## src/rtl/lrc_pkg.sv

```systemverilog
// Package: shared types for the line read sequencer.
// Assumes: command codes are decoded by the DRAM model or PHY as listed.
package lrc_pkg;
    typedef enum logic [1:0] {
        CMD_NOP = 2'd0,
        CMD_PRE = 2'd1,
        CMD_ACT = 2'd2,
        CMD_RD  = 2'd3
    } dram_cmd_e;

    typedef enum logic [2:0] {
        S_IDLE,
        S_INIT,
        S_PRE,
        S_WRP,
        S_ACT,
        S_WRCD,
        S_CAS
    } seq_state_e;
endpackage

```

## src/rtl/lrc_seq.sv

```systemverilog
// lrc_seq: command sequencer. For each started line it runs:
// setup, precharge, wait for the precharge time, activate,
// wait for the activate delay, then BEATS column reads.
// Assumes: TRP >= 1, TRCD >= 1, BEATS is a power of two, and start
// only arrives while the sequencer is idle.
module lrc_seq
    import lrc_pkg::*;
#(
    parameter int TRP    = 2,
    parameter int TRCD   = 2,
    parameter int BEATS  = 8,
    parameter int ROW_W  = 13,
    parameter int COL_W  = 10
) (
    input  logic                     clk,
    input  logic                     rst_n,
    input  logic                     start,
    input  logic [ROW_W+COL_W-$clog2(BEATS)-1:0] line_addr,
    output dram_cmd_e                cmd,
    output logic [ROW_W-1:0]         row,
    output logic [COL_W-1:0]         col,
    output logic                     cas_fire,
    output logic [$clog2(BEATS)-1:0] cas_beat
);
    localparam int BEAT_W  = $clog2(BEATS);
    localparam int LC_W    = COL_W - BEAT_W;
    localparam int GAP_MAX = (TRP > TRCD) ? TRP : TRCD;
    localparam int CNT_W   = $clog2(GAP_MAX + 1);
    localparam logic [BEAT_W-1:0] LAST_BEAT = BEAT_W'(BEATS - 1);

    seq_state_e        state_q;
    logic [CNT_W-1:0]  gap_q;
    logic [BEAT_W-1:0] beat_q;
    logic [ROW_W-1:0]  row_q;
    logic [LC_W-1:0]   lc_q;

    // Purpose: state, wait counter, beat counter and address latch.
    always_ff @(posedge clk) begin
        if (!rst_n) begin
            state_q <= S_IDLE;
            gap_q   <= '0;
            beat_q  <= '0;
            row_q   <= '0;
            lc_q    <= '0;
        end else begin
            case (state_q)
                S_IDLE: if (start) begin
                    state_q <= S_INIT;
                    row_q   <= line_addr[LC_W +: ROW_W];
                    lc_q    <= line_addr[LC_W-1:0];
                end
                S_INIT: state_q <= S_PRE;
                S_PRE: begin
                    if (TRP > 1) begin
                        state_q <= S_WRP;
                        gap_q   <= CNT_W'(TRP - 2);
                    end else begin
                        state_q <= S_ACT;
                    end
                end
                S_WRP: begin
                    if (gap_q == '0) state_q <= S_ACT;
                    else             gap_q   <= gap_q - 1'b1;
                end
                S_ACT: begin
                    beat_q <= '0;
                    if (TRCD > 1) begin
                        state_q <= S_WRCD;
                        gap_q   <= CNT_W'(TRCD - 2);
                    end else begin
                        state_q <= S_CAS;
                    end
                end
                S_WRCD: begin
                    if (gap_q == '0) state_q <= S_CAS;
                    else             gap_q   <= gap_q - 1'b1;
                end
                S_CAS: begin
                    if (beat_q == LAST_BEAT) state_q <= S_IDLE;
                    else                     beat_q  <= beat_q + 1'b1;
                end
                default: state_q <= S_IDLE;
            endcase
        end
    end

    // Purpose: decode the current state into a DRAM command.
    always_comb begin
        case (state_q)
            S_PRE:   cmd = CMD_PRE;
            S_ACT:   cmd = CMD_ACT;
            S_CAS:   cmd = CMD_RD;
            default: cmd = CMD_NOP;
        endcase
    end

    assign row      = row_q;
    assign col      = {lc_q, beat_q};
    assign cas_fire = (state_q == S_CAS);
    assign cas_beat = beat_q;
endmodule

```

## src/rtl/lrc_capture.sv

```systemverilog
// lrc_capture: carries a tag for each read through a CL-deep pipe.
// When a tag reaches the end of the pipe, the data on the DRAM bus is
// captured and forwarded with its beat index one cycle later.
// Assumes: CL >= 1, and the DRAM drives its data exactly CL cycles after each read.
module lrc_capture #(
    parameter int CL     = 2,
    parameter int BEATS  = 8,
    parameter int DATA_W = 64
) (
    input  logic                     clk,
    input  logic                     rst_n,
    input  logic                     cas_fire,
    input  logic [$clog2(BEATS)-1:0] cas_beat,
    input  logic [DATA_W-1:0]        dram_dq,
    output logic                     fwd_valid,
    output logic [$clog2(BEATS)-1:0] fwd_beat,
    output logic [DATA_W-1:0]        fwd_data
);
    localparam int BEAT_W = $clog2(BEATS);

    logic              tag_v [CL];
    logic [BEAT_W-1:0] tag_b [CL];

    // Purpose: first pipe stage, loaded from the read issued this cycle.
    always_ff @(posedge clk) begin
        if (!rst_n) begin
            tag_v[0] <= 1'b0;
            tag_b[0] <= '0;
        end else begin
            tag_v[0] <= cas_fire;
            tag_b[0] <= cas_beat;
        end
    end

    for (genvar i = 1; i < CL; i++) begin : g_stage
        // Purpose: move the tag one stage closer to the data slot.
        always_ff @(posedge clk) begin
            if (!rst_n) begin
                tag_v[i] <= 1'b0;
                tag_b[i] <= '0;
            end else begin
                tag_v[i] <= tag_v[i-1];
                tag_b[i] <= tag_b[i-1];
            end
        end
    end

    // Purpose: capture the DRAM data in its slot and forward it.
    always_ff @(posedge clk) begin
        if (!rst_n) begin
            fwd_valid <= 1'b0;
            fwd_beat  <= '0;
            fwd_data  <= '0;
        end else begin
            fwd_valid <= tag_v[CL-1];
            fwd_beat  <= tag_b[CL-1];
            if (tag_v[CL-1]) fwd_data <= dram_dq;
        end
    end
endmodule

```

## src/rtl/line_read_ctrl.sv

```systemverilog
// line_read_ctrl: top level of the closed-row cache-line read path.
// It takes a request when idle and keeps busy high until the last
// double word has been forwarded.
// Assumes: a single bank, no refresh, and read requests only.
module line_read_ctrl
    import lrc_pkg::*;
#(
    parameter int TRP    = 2,
    parameter int TRCD   = 2,
    parameter int CL     = 2,
    parameter int ROW_W  = 13,
    parameter int COL_W  = 10,
    parameter int DATA_W = 64
) (
    input  logic                   clk,
    input  logic                   rst_n,
    input  logic                   req_valid,
    input  logic [ROW_W+COL_W-4:0] req_line,
    output logic                   busy,
    output logic [1:0]             dram_cmd,
    output logic [ROW_W-1:0]       dram_row,
    output logic [COL_W-1:0]       dram_col,
    input  logic [DATA_W-1:0]      dram_dq,
    output logic                   fwd_valid,
    output logic [2:0]             fwd_beat,
    output logic [DATA_W-1:0]      fwd_data
);
    localparam int BEATS = 8;

    dram_cmd_e  cmd_w;
    logic       cas_fire_w;
    logic [2:0] cas_beat_w;
    logic       busy_q;
    logic       accept;

    assign accept = req_valid && !busy_q;

    // Purpose: busy flag, set on accept and cleared after the last beat.
    always_ff @(posedge clk) begin
        if (!rst_n)                                  busy_q <= 1'b0;
        else if (accept)                             busy_q <= 1'b1;
        else if (fwd_valid && fwd_beat == 3'(BEATS-1)) busy_q <= 1'b0;
    end

    lrc_seq #(
        .TRP(TRP), .TRCD(TRCD), .BEATS(BEATS), .ROW_W(ROW_W), .COL_W(COL_W)
    ) seq_i (
        .clk(clk), .rst_n(rst_n), .start(accept), .line_addr(req_line),
        .cmd(cmd_w), .row(dram_row), .col(dram_col),
        .cas_fire(cas_fire_w), .cas_beat(cas_beat_w)
    );

    lrc_capture #(
        .CL(CL), .BEATS(BEATS), .DATA_W(DATA_W)
    ) cap_i (
        .clk(clk), .rst_n(rst_n), .cas_fire(cas_fire_w), .cas_beat(cas_beat_w),
        .dram_dq(dram_dq), .fwd_valid(fwd_valid), .fwd_beat(fwd_beat),
        .fwd_data(fwd_data)
    );

    assign busy     = busy_q;
    assign dram_cmd = cmd_w;
endmodule

```

## config.mk

```make
export PLATFORM = sky130hd
export DESIGN_NAME = line_read_ctrl
export DESIGN_NICKNAME = d
export VERILOG_FILES = /design/src/rtl/lrc_pkg.sv /design/src/rtl/lrc_seq.sv /design/src/rtl/lrc_capture.sv /design/src/rtl/line_read_ctrl.sv
export SDC_FILE = /design/constraint.sdc
export NUM_CORES = 1
export LEC_CHECK = 0
export ABC_AREA = 0
export CAP_MARGIN = 20
export CORE_ASPECT_RATIO = 2
export CORE_UTILIZATION = 37
export DETAILED_ROUTE_END_ITERATION = 7
export HOLD_SLACK_MARGIN = 0.15
export PLACE_DENSITY = 0.76
export SLEW_MARGIN = 20
export SYNTH_ARGS = -nofsm -noshare
export SYNTH_HDL_FRONTEND = slang
export SYNTH_SLANG_ARGS = --single-unit
```

## constraint.sdc

```tcl
create_clock -name clk -period 1.37 [get_ports clk]
set_input_delay 0.137 -clock clk [delete_from_list [all_inputs] [get_ports clk]]
set_output_delay 0.137 -clock clk [all_outputs]
set_load 0.1 [all_outputs]
```

==> results, run 1 <==
- The min-delay analysis places its worst path in the category input port to register.
- The filler cells instantiated in the layout total 702.
- The clock transition at the register clock pins on the worst setup and hold paths after CTS is 0.07 ns.
- The sequential cells in the finished layout cover a total of 0.002122 sq mm.
- Power comes to 0.007141 W.
- The largest net degree at the start of global routing is 50.
- The number of nets produced by synthesis is 466.
- Power spread over the standard cell area amounts to 982.7 mW/mm^2.
- The terminus of the critical flop-to-flop path is seq_i.lc_q[2].
- The run finished with clean final reports.
- In this run the deepest clock path goes through 2 buffers.
- Derived from the worst setup path, the maximum achievable clock frequency is 730.8 MHz.
- The count of nets after finishing is 654.
- The x dimension of the die is 73.98 microns.
- The routed design could run at a clock period as short as 1.368 ns.
- Dividing the final minimum period by the clock period gives 99.88%.
- For the worst setup path, the data required time is 1.23 ns.
- The via count of the first global-routing pass came to 3,518.
- The detailed router finished its first iteration with 114 violations.
- The area of the die is 0.01080 sq mm.
- In the routed design, unresolved DRC markers number 0.
- Wires add up to 10,800 microns.
- The total leakage power is 2.719 nW.
- The global placer's final weighted congestion is 0.7682.
- In this run, the clock network consumes 36.8% of the power.
- The count of TritonRoute iterations in the first routing pass is 4.
- For this run, the number of Yosys warnings is 0.
- The depth of the worst hold-timing path is 3.
- Across all hold checks on the routed design, the worst slack comes to 0.3518 ns.
- The overall global routing resource usage is 20.67%.
- The share of power burned in combinational logic is 18.6%.
- Once placement completed, the tool counted placed cells totaling 684.
- Sequential elements use 54.83% of the synthesized area.
- The TritonCTS clock tree is built.
- The die boundary height is 146.0 microns.
- The switching part of the total power is 27.43%.
- The post-synthesis cell type count is 33.
- Clock tree synthesis inserted a total of 9 buffers.
- The utilization after layout is 72.06%.
- In this run the tightest slew margin relative to its limit is 78.73%.
- The number of antenna diodes in the final layout is 0.
- The startpoint class of the critical path is a register.
- The startpoint identified for the worst hold timing path is req_line[1].
- The average size of a mapped cell is 10.20 sq um.
- The cell row count is 52.
- The root buffer cell is sky130_fd_sc_hd__clkbuf_16.
- The largest clock skew in the final design is 0.006203 ns.
- Across all register-to-register paths, the minimum setup slack is 0.01 ns.
- The number of antenna violations at the first check in global routing was 0.
- Across the run, the number of max-cap violations was 0.
- The worst setup path is of the register to output pin kind.
- The HPWL after detailed placement is 8294 microns.
- The number of hold-slack violations in the final timing report is 0.
- Setup violations remaining at the end of the flow were counted as 0.
- The max-slew violation total from the final report came to 0.
- The clock latency on the worst-skew pair is 0.34 ns.
- The final global-route overflow total is 0.
- The total standard cell area after synthesis is 0.003834 sq mm.
- The initial standard-cell utilization of the core is 38.01%.
- The worst-case IR drop observed on VDD is 908.9 uV.
- The area taken by multi-input logic gates is 0.001648 sq mm.
- The number of vias after detailed routing is 3,339.
- The path depth of the worst reg2reg path is 4.
- The remaining number of nets flagged by the antenna check after routing is 0.
- The finished cells cover 0.007267 sq mm.
- The internal portion of the total power is 0.005182 W.
- Of the cells placed in the final design, the portion with a size suffix greater than 1 is 26.89%.
- The via count normalized by instance count is 4.743.
- In this run the count of I/O pins placed on the die edge is 181.
- The total placed instance area is 0.006854 sq mm.
- The reg-to-reg startpoint is seq_i.state_q[2].
- Setup repair after global routing could not meet its margin everywhere.
- The actual slew at the worst max-slew pin is 0.3167 ns.
- Synthesis produced 376 cells.
- The clock tree synthesis step divided the H-tree into 3 levels.
- The finished layout holds 704 standard cells, fillers aside.
- The worst min-delay path endpoint is seq_i.lc_q[1].
- The capturing element type of the critical path is an output pin.
- The number of buffers inserted by port buffering is 180.
- The post-synthesis register bit count is 105.
- The sequential share of power is 44.6%.
- The core region area is 0.01008 sq mm.
- The average detailed-routed wire length per instance is 15.34 microns.
- The data arrival at the endpoint of the critical path is 1.23 ns.
- The growth of design area from synthesis to finish is 89.56%.
- The clock net sink count is 105.
- The first-pass GRT wire length is 16,970 microns.
- The analysis attributes to net switching a power of 0.001959 W.
- Of all nets on the critical path, the largest fanout is 6.
## flip-flops by register name (all words and copies together), names as in the netlist, 2 cells and up
name and flops:
seq_i.lc_q 7, seq_i.cas_beat 3, cap_i.fwd_data 64, cap_i.tag_v 2, seq_i.state_q 3, seq_i.row 13
cap_i.fwd_beat 3, seq_i.gap_q 2, cap_i.tag_b 6
## area by class of cell
cell class,count,share of cell area (%)
clock buffers,9,3.099
clock inverters,7,1.171
inverters,4,0.2583
multi-input cells,242,22.68
flip-flops and latches,105,29.20
well taps,135,2.324
repair buffers,202,41.27
## critical path, stage by stage (launching register included)
cell and delay, ns:
sky130_fd_sc_hd__dfxtp_2 0.35, sky130_fd_sc_hd__buf_4 0.17, sky130_fd_sc_hd__nand2b_4 0.09, sky130_fd_sc_hd__clkinvlp_4 0.11, sky130_fd_sc_hd__buf_12 0.18
## cell usage in the layout, fill, tap and decap left out, drive strengths merged, types with 2 or more instances in the layout
cell / n
nor2: 66
and3: 2
dfxtp: 105
nand3: 3
ha: 3
mux2i: 84
clkdlybuf4s50: 86
buf: 116
o22ai: 2
and2: 12
inv: 6
nand2b: 2
clkinv: 3
a21oi: 5
nand2: 46
o21ai: 3
clkbuf: 9
## Yosys cell counts
cell,instances,area (sq um)
sky130_fd_sc_hd__ha_1,3,37.54
sky130_fd_sc_hd__a221oi_1,1,8.760
sky130_fd_sc_hd__mux2i_1,84,840.8
sky130_fd_sc_hd__a211oi_1,1,7.510
sky130_fd_sc_hd__nand2_1,46,172.7
sky130_fd_sc_hd__and3_1,2,12.51
sky130_fd_sc_hd__buf_6,3,33.78
sky130_fd_sc_hd__inv_1,3,11.26
sky130_fd_sc_hd__buf_4,4,30.03
sky130_fd_sc_hd__and2_1,12,75.07
sky130_fd_sc_hd__o21bai_1,1,7.510
sky130_fd_sc_hd__a21o_1,1,7.510
sky130_fd_sc_hd__o32ai_2,1,16.27
sky130_fd_sc_hd__nand2b_1,2,12.51
sky130_fd_sc_hd__nor2_1,66,247.7
sky130_fd_sc_hd__nand3b_1,1,7.510
sky130_fd_sc_hd__xnor2_1,1,8.760
sky130_fd_sc_hd__o22ai_1,2,12.51
sky130_fd_sc_hd__dfxtp_1,105,2102
sky130_fd_sc_hd__clkbuf_1,11,41.29
sky130_fd_sc_hd__or3b_1,1,8.760
sky130_fd_sc_hd__nand4_1,1,6.260
sky130_fd_sc_hd__buf_2,6,30.03
sky130_fd_sc_hd__nor2b_1,1,6.260
sky130_fd_sc_hd__nor3_1,1,5.000
sky130_fd_sc_hd__and2b_1,1,7.510
sky130_fd_sc_hd__nor3b_1,1,7.510
sky130_fd_sc_hd__a21oi_1,5,25.02
sky130_fd_sc_hd__nand3_1,3,15.01
sky130_fd_sc_hd__clkinv_1,1,3.750
sky130_fd_sc_hd__o21ai_0,3,15.01
sky130_fd_sc_hd__buf_1,1,3.750
sky130_fd_sc_hd__a31oi_1,1,6.260
## cell families (layout without fill, tap and decap cells)
group           Yosys count  count (layout)  share of synthesized area [%]
flops                   105             105                          54.83
compound gates           16              16                          2.774
mux                      84              84                          21.93
fa+ha+maj                 3               3                         0.9792
simple gates            138             138                          15.24
buf+inv                  29             222                          4.014
xor+xnor                  1               1                         0.2285
## power groups by stage
stage	Combinational [W]	Clock (W)	Sequential (W)
6_report	0.00133	0.00263	0.00318
4_1_cts	0.00133	0.00270	0.00318
3_3_place_gp	0.00127	0	0.00325
2_1_floorplan	0.000302	0	0.00363
3_5_place_dp	0.00129	0	0.00325
5_1_grt	0.00138	0.00282	0.00319
## how the worst max path moves through the flow
stage,start,endpoint
floorplan,seq_i.cas_beat[0],seq_i.cas_beat[2]
global placement,req_valid,seq_i.lc_q[2]
detailed placement,seq_i.cas_beat[0],seq_i.cas_beat[1]
CTS,seq_i.state_q[2],seq_i.lc_q[2]
global route,seq_i.state_q[2],seq_i.row[9]
finish,seq_i.state_q[2],dram_cmd[1]
## timing repair
| item | in CTS | in global routing |
|---|---|---|
| setup endpoints to repair | 23 | 13 |
| hold buffers | 0 | 0 |
| buffers inserted | 3 | 1 |
| resized for setup | 6 | 8 |
| pin swaps | 4 | 3 |
| hold endpoints to repair | 0 | 0 |
## per-stage QoR
| stage | worst slack (ns) | setup TNS [ns] |
|---|---|---|
| 3_5_place_dp | -0.1203 | -0.4370 |
| 4_1_cts | -0.0009276 | -0.001707 |
| 6_report | 0.001681 | 0 |
| 5_1_grt | -0.05217 | -0.5070 |
| 3_3_place_gp | 0.007401 | 0 |
| 2_1_floorplan | -0.09360 | -0.3309 |
## routing by layer
metal | vias up | global-route usage (%) | part of all wire (%)
met2 | 148 | 39.09 | 57
met3 | 27 | 5.125 | 6.6
met1 | 1552 | 19.81 | 34
met5 | - | 0 | 0
met4 | 0 | 9.135 | 3.0
li1 | 1612 | - | -
Power figures use the tool's default switching activity.
==> run 2: changes to the inputs <==
- REMOVE_ABC_BUFFERS: not set -> 1
==> run 2 against run 1 <==
Register-to-register slack better by 0.04 ns. Combinational power decreased by 4%. Die area is the same. Final area down 1.6%. Global-route usage down 0.17 points. Largest cell class unchanged. Setup slack gained 0.019 ns. Clock power is essentially flat. Hold slack got worse by 0.011 ns. Non-clock buffer count is 4 lower. Cell count fell by 0.57%. Flip-flop and latch count unchanged.
==> results, run 2 (synthesis gave the netlist of run 1 again) <==
- The first-pass GRT wire length is 16,530 microns (-2.6%).
- The TritonCTS buffer count is 9 (unchanged).
- The buffer levels on the longest clock path is 2 (unchanged).
- The total leakage power is 2.690 nW (-1.0%).
- The setup slack after placement is -0.1186 ns (+0.001734 ns).
- The largest register by flop count is cap_i.fwd_data.
- The initial standard-cell utilization of the core is 38.01% (unchanged).
- From synthesis to final layout, the design area changed by 86.52%.
- Walking the worst path, the cells encountered are buf_6 > nand2b_4 > inv_4 > buf_12.
- The fill cell instance count of the final layout is 702 (unchanged).
- The number of top-level design ports is 181 (unchanged).
- The achievable clock frequency came to 741.0 MHz (+1.4%).
- The post-layout worst setup margin is 0.02038 ns (+0.01870 ns).
- The clock net sink count is 105 (unchanged).
- The number of inserted diodes is 0 (unchanged).
- The flow ran to the end, and the final reports show no timing, DRC or antenna violations.
- TritonCTS built the clock tree.
- The die boundary height is 146.0 microns (unchanged).
- The sum of routed wire length over all layers is 10,720 microns (-0.73%).
- The library cell used most frequently in the layout, excluding fill and tap cells, is sky130_fd_sc_hd__dfxtp_1.
- The number of antenna violations at the first check in global routing was 0 (unchanged).
- The critical path data required time is 1.23 ns (about the same).
- Setup repair after global routing could not meet its margin everywhere.
- The largest net degree at the start of global routing was 41 (-18%).
- The critical path class is register to output pin.
- The routed metal-1 wirelength is 3548 microns (-2.3%).
- The overall global routing resource usage came to 20.51% (-0.17 points).
- The detailed-route DRC error count is 0 (unchanged).
- The normalized max-slew margin came to 79.90% (+1.2 points).
- The critical path buffer and inverter count is 3 (unchanged).
- The slowest library cell on the worst path is sky130_fd_sc_hd__dfxtp_2.
- The post-route clock period utilization is 98.51% (-1.4 points).
- The final total negative setup slack is 0 ns (unchanged).
- The highest metal layer with signal wires is met4.
- The core region area came to 0.01008 sq mm (unchanged).
- The H-tree depth was 3 (unchanged).
- The data arrival at the endpoint of the critical path is 1.21 ns (-0.02 ns).
- In the layout the commonest cells are sky130_fd_sc_hd__dfxtp_1, sky130_fd_sc_hd__buf_12, sky130_fd_sc_hd__clkdlybuf4s50_1.
- The final global-route overflow total was 0 (unchanged).
- The area of the die is 0.01080 sq mm (unchanged).
- The clock latency on the worst-skew pair came to 0.34 ns (about the same).
- The largest fanout on the critical path is 10 (+4).
- The shortest clock period the worst path allows after layout came to 1.350 ns (-0.01870 ns).
- The max-slew violation total from the final report was 0 (unchanged).
- The number of hold-slack violations in the final timing report was 0 (unchanged).
- The buffer count from post-CTS setup fixing is 0 (-3).
- The via count normalized by instance count is 4.677 (-1.4%).
- The clock transition at the register clock pins on the worst setup and hold paths after CTS came to 0.07 ns (about the same).
- The worst-case vdd ir drop is 806.5 uV (-11%).
- The largest stage delay on the critical path came to 0.33 ns (-0.02 ns).
- The remaining number of nets flagged by the antenna check after routing is 0 (unchanged).
- The largest clock skew in the final design was 0.004884 ns (-0.001319 ns).
- The flip-flop count of the largest register, all copies and words added is 64 (unchanged).
- The final number of setup-violating endpoints is 0 (unchanged).
- The number of vias after detailed routing was 3,274 (-1.9%).
- STA classifies the critical path startpoint as a register.
- The detailed router's first-iteration violation count was 132 (+16%).
- The capturing element type of the critical path is an output pin.
- The count of TritonRoute iterations in the first routing pass is 4 (unchanged).
- The global placer's final weighted congestion was 0.7849 (+2.2%).
- The via count of the first global-routing pass is 3,401 (-3.3%).
- In this design, the largest share of critical-path delay is due to buffers and inverters.
- The min-delay analysis places its worst path in the category input port to register.
- The cell row count is 52 (unchanged).
- The utilization after layout was 70.91% (-1.2 points).
- The worst hold slack across all endpoints is 0.3408 ns (-0.01108 ns).
- The fraction of layout cells with a size suffix above 1 is 24.60% (-2.3 points).
- The final instance area is 0.007151 sq mm (-1.6%).
- The count of nets after finishing is 650 (-0.61%).
- The number of buffers inserted by port buffering is 180 (unchanged).
- The average detailed-routed wire length per instance is 15.31 microns (-0.16%).
- The number of max-capacitance violations reported is 0 (unchanged).
- The total placed instance area is 0.006795 sq mm (-0.86%).
- The actual slew at the worst max-slew pin is 0.3014 ns (-0.01523 ns).
- The detailed route wirelength on metal3 is 575 microns (-19%).
- The met2 wire length is 6254 microns (+2.1%).
- The x dimension of the die is 73.98 microns (unchanged).
- The HPWL after detailed placement came to 8349 microns (+0.67%).
- The power density relative to cell area is 991.2 mW/mm^2 (+0.87%).
- Clock tree synthesis selected as its root buffer the cell sky130_fd_sc_hd__clkbuf_16.
run 2: per-layer routing:
metal	track usage, %	vias up
met2	39.23	125
met4	12.12	0
li1	-	1610
met5	0	-
met1	19.01	1515
met3	3.186	24
run 2: area by class of cell:
| class | count | area (sq um) | area share [%] |
|---|---|---|---|
| sequential | 105 | 2108 | 29.48 |
| timing repair buffer | 198 | 2942 | 41.14 |
| clock buffer | 12 | 256.5 | 3.587 |
| multi-input combinational | 242 | 1607 | 22.47 |
| tap | 135 | 168.9 | 2.362 |
| clock inverter | 4 | 51.30 | 0.7174 |
| inverter | 4 | 17.52 | 0.2450 |
run 2: worst paths after layout:
check                           end  depth (start not counted)         startpoint  slack [ns]
hold reg to reg   cap_i.tag_b[1][2]                          1  cap_i.tag_b[0][2]        0.43
setup reg to reg  seq_i.cas_beat[2]                          5  seq_i.cas_beat[0]        0.05
hold / removal        seq_i.lc_q[5]                          3        req_line[5]        0.34
setup / recovery        dram_cmd[1]                          4   seq_i.state_q[0]        0.02
run 2: worst register-to-register path, delay by kind of cell (launching register included):
family,cells,cell delay (ns)
and+or+nand+nor,2,0.38
adders and majority gates,2,0.41
DFF,1,0.32
AOI/OAI and AO/OA,1,0.14
run 2: what timing repair did:
item | CTS | global route
resized for setup | 6 | 6
hold buffers | 1 | 0
pin swaps | 0 | 1
setup endpoints to repair | 5 | 11
endpoints found under the hold margin | 2 | 0
run 2: stage by stage:
step           instances  total power (W)
6_report             700         0.007088
3_3_place_gp         683         0.004502
3_5_place_dp         683         0.004523
4_1_cts              700         0.007153
5_1_grt              700         0.007320
2_1_floorplan        351         0.003866
run 2: power by group:
group          switching, W  total, W  leakage (nW)  internal (W)
clock               0.00110   0.00262         0.149       0.00152
combinational      0.000700   0.00128          1.69      0.000584
sequential        0.0000698   0.00319         0.850       0.00312
total               0.00187   0.00709          2.69       0.00522
==> run 3: changes to the inputs <==
- TNS_END_PERCENT: not set -> 5
==> results of run 3 <==
Final layout, timing and power as in run 2 (identical DEF).
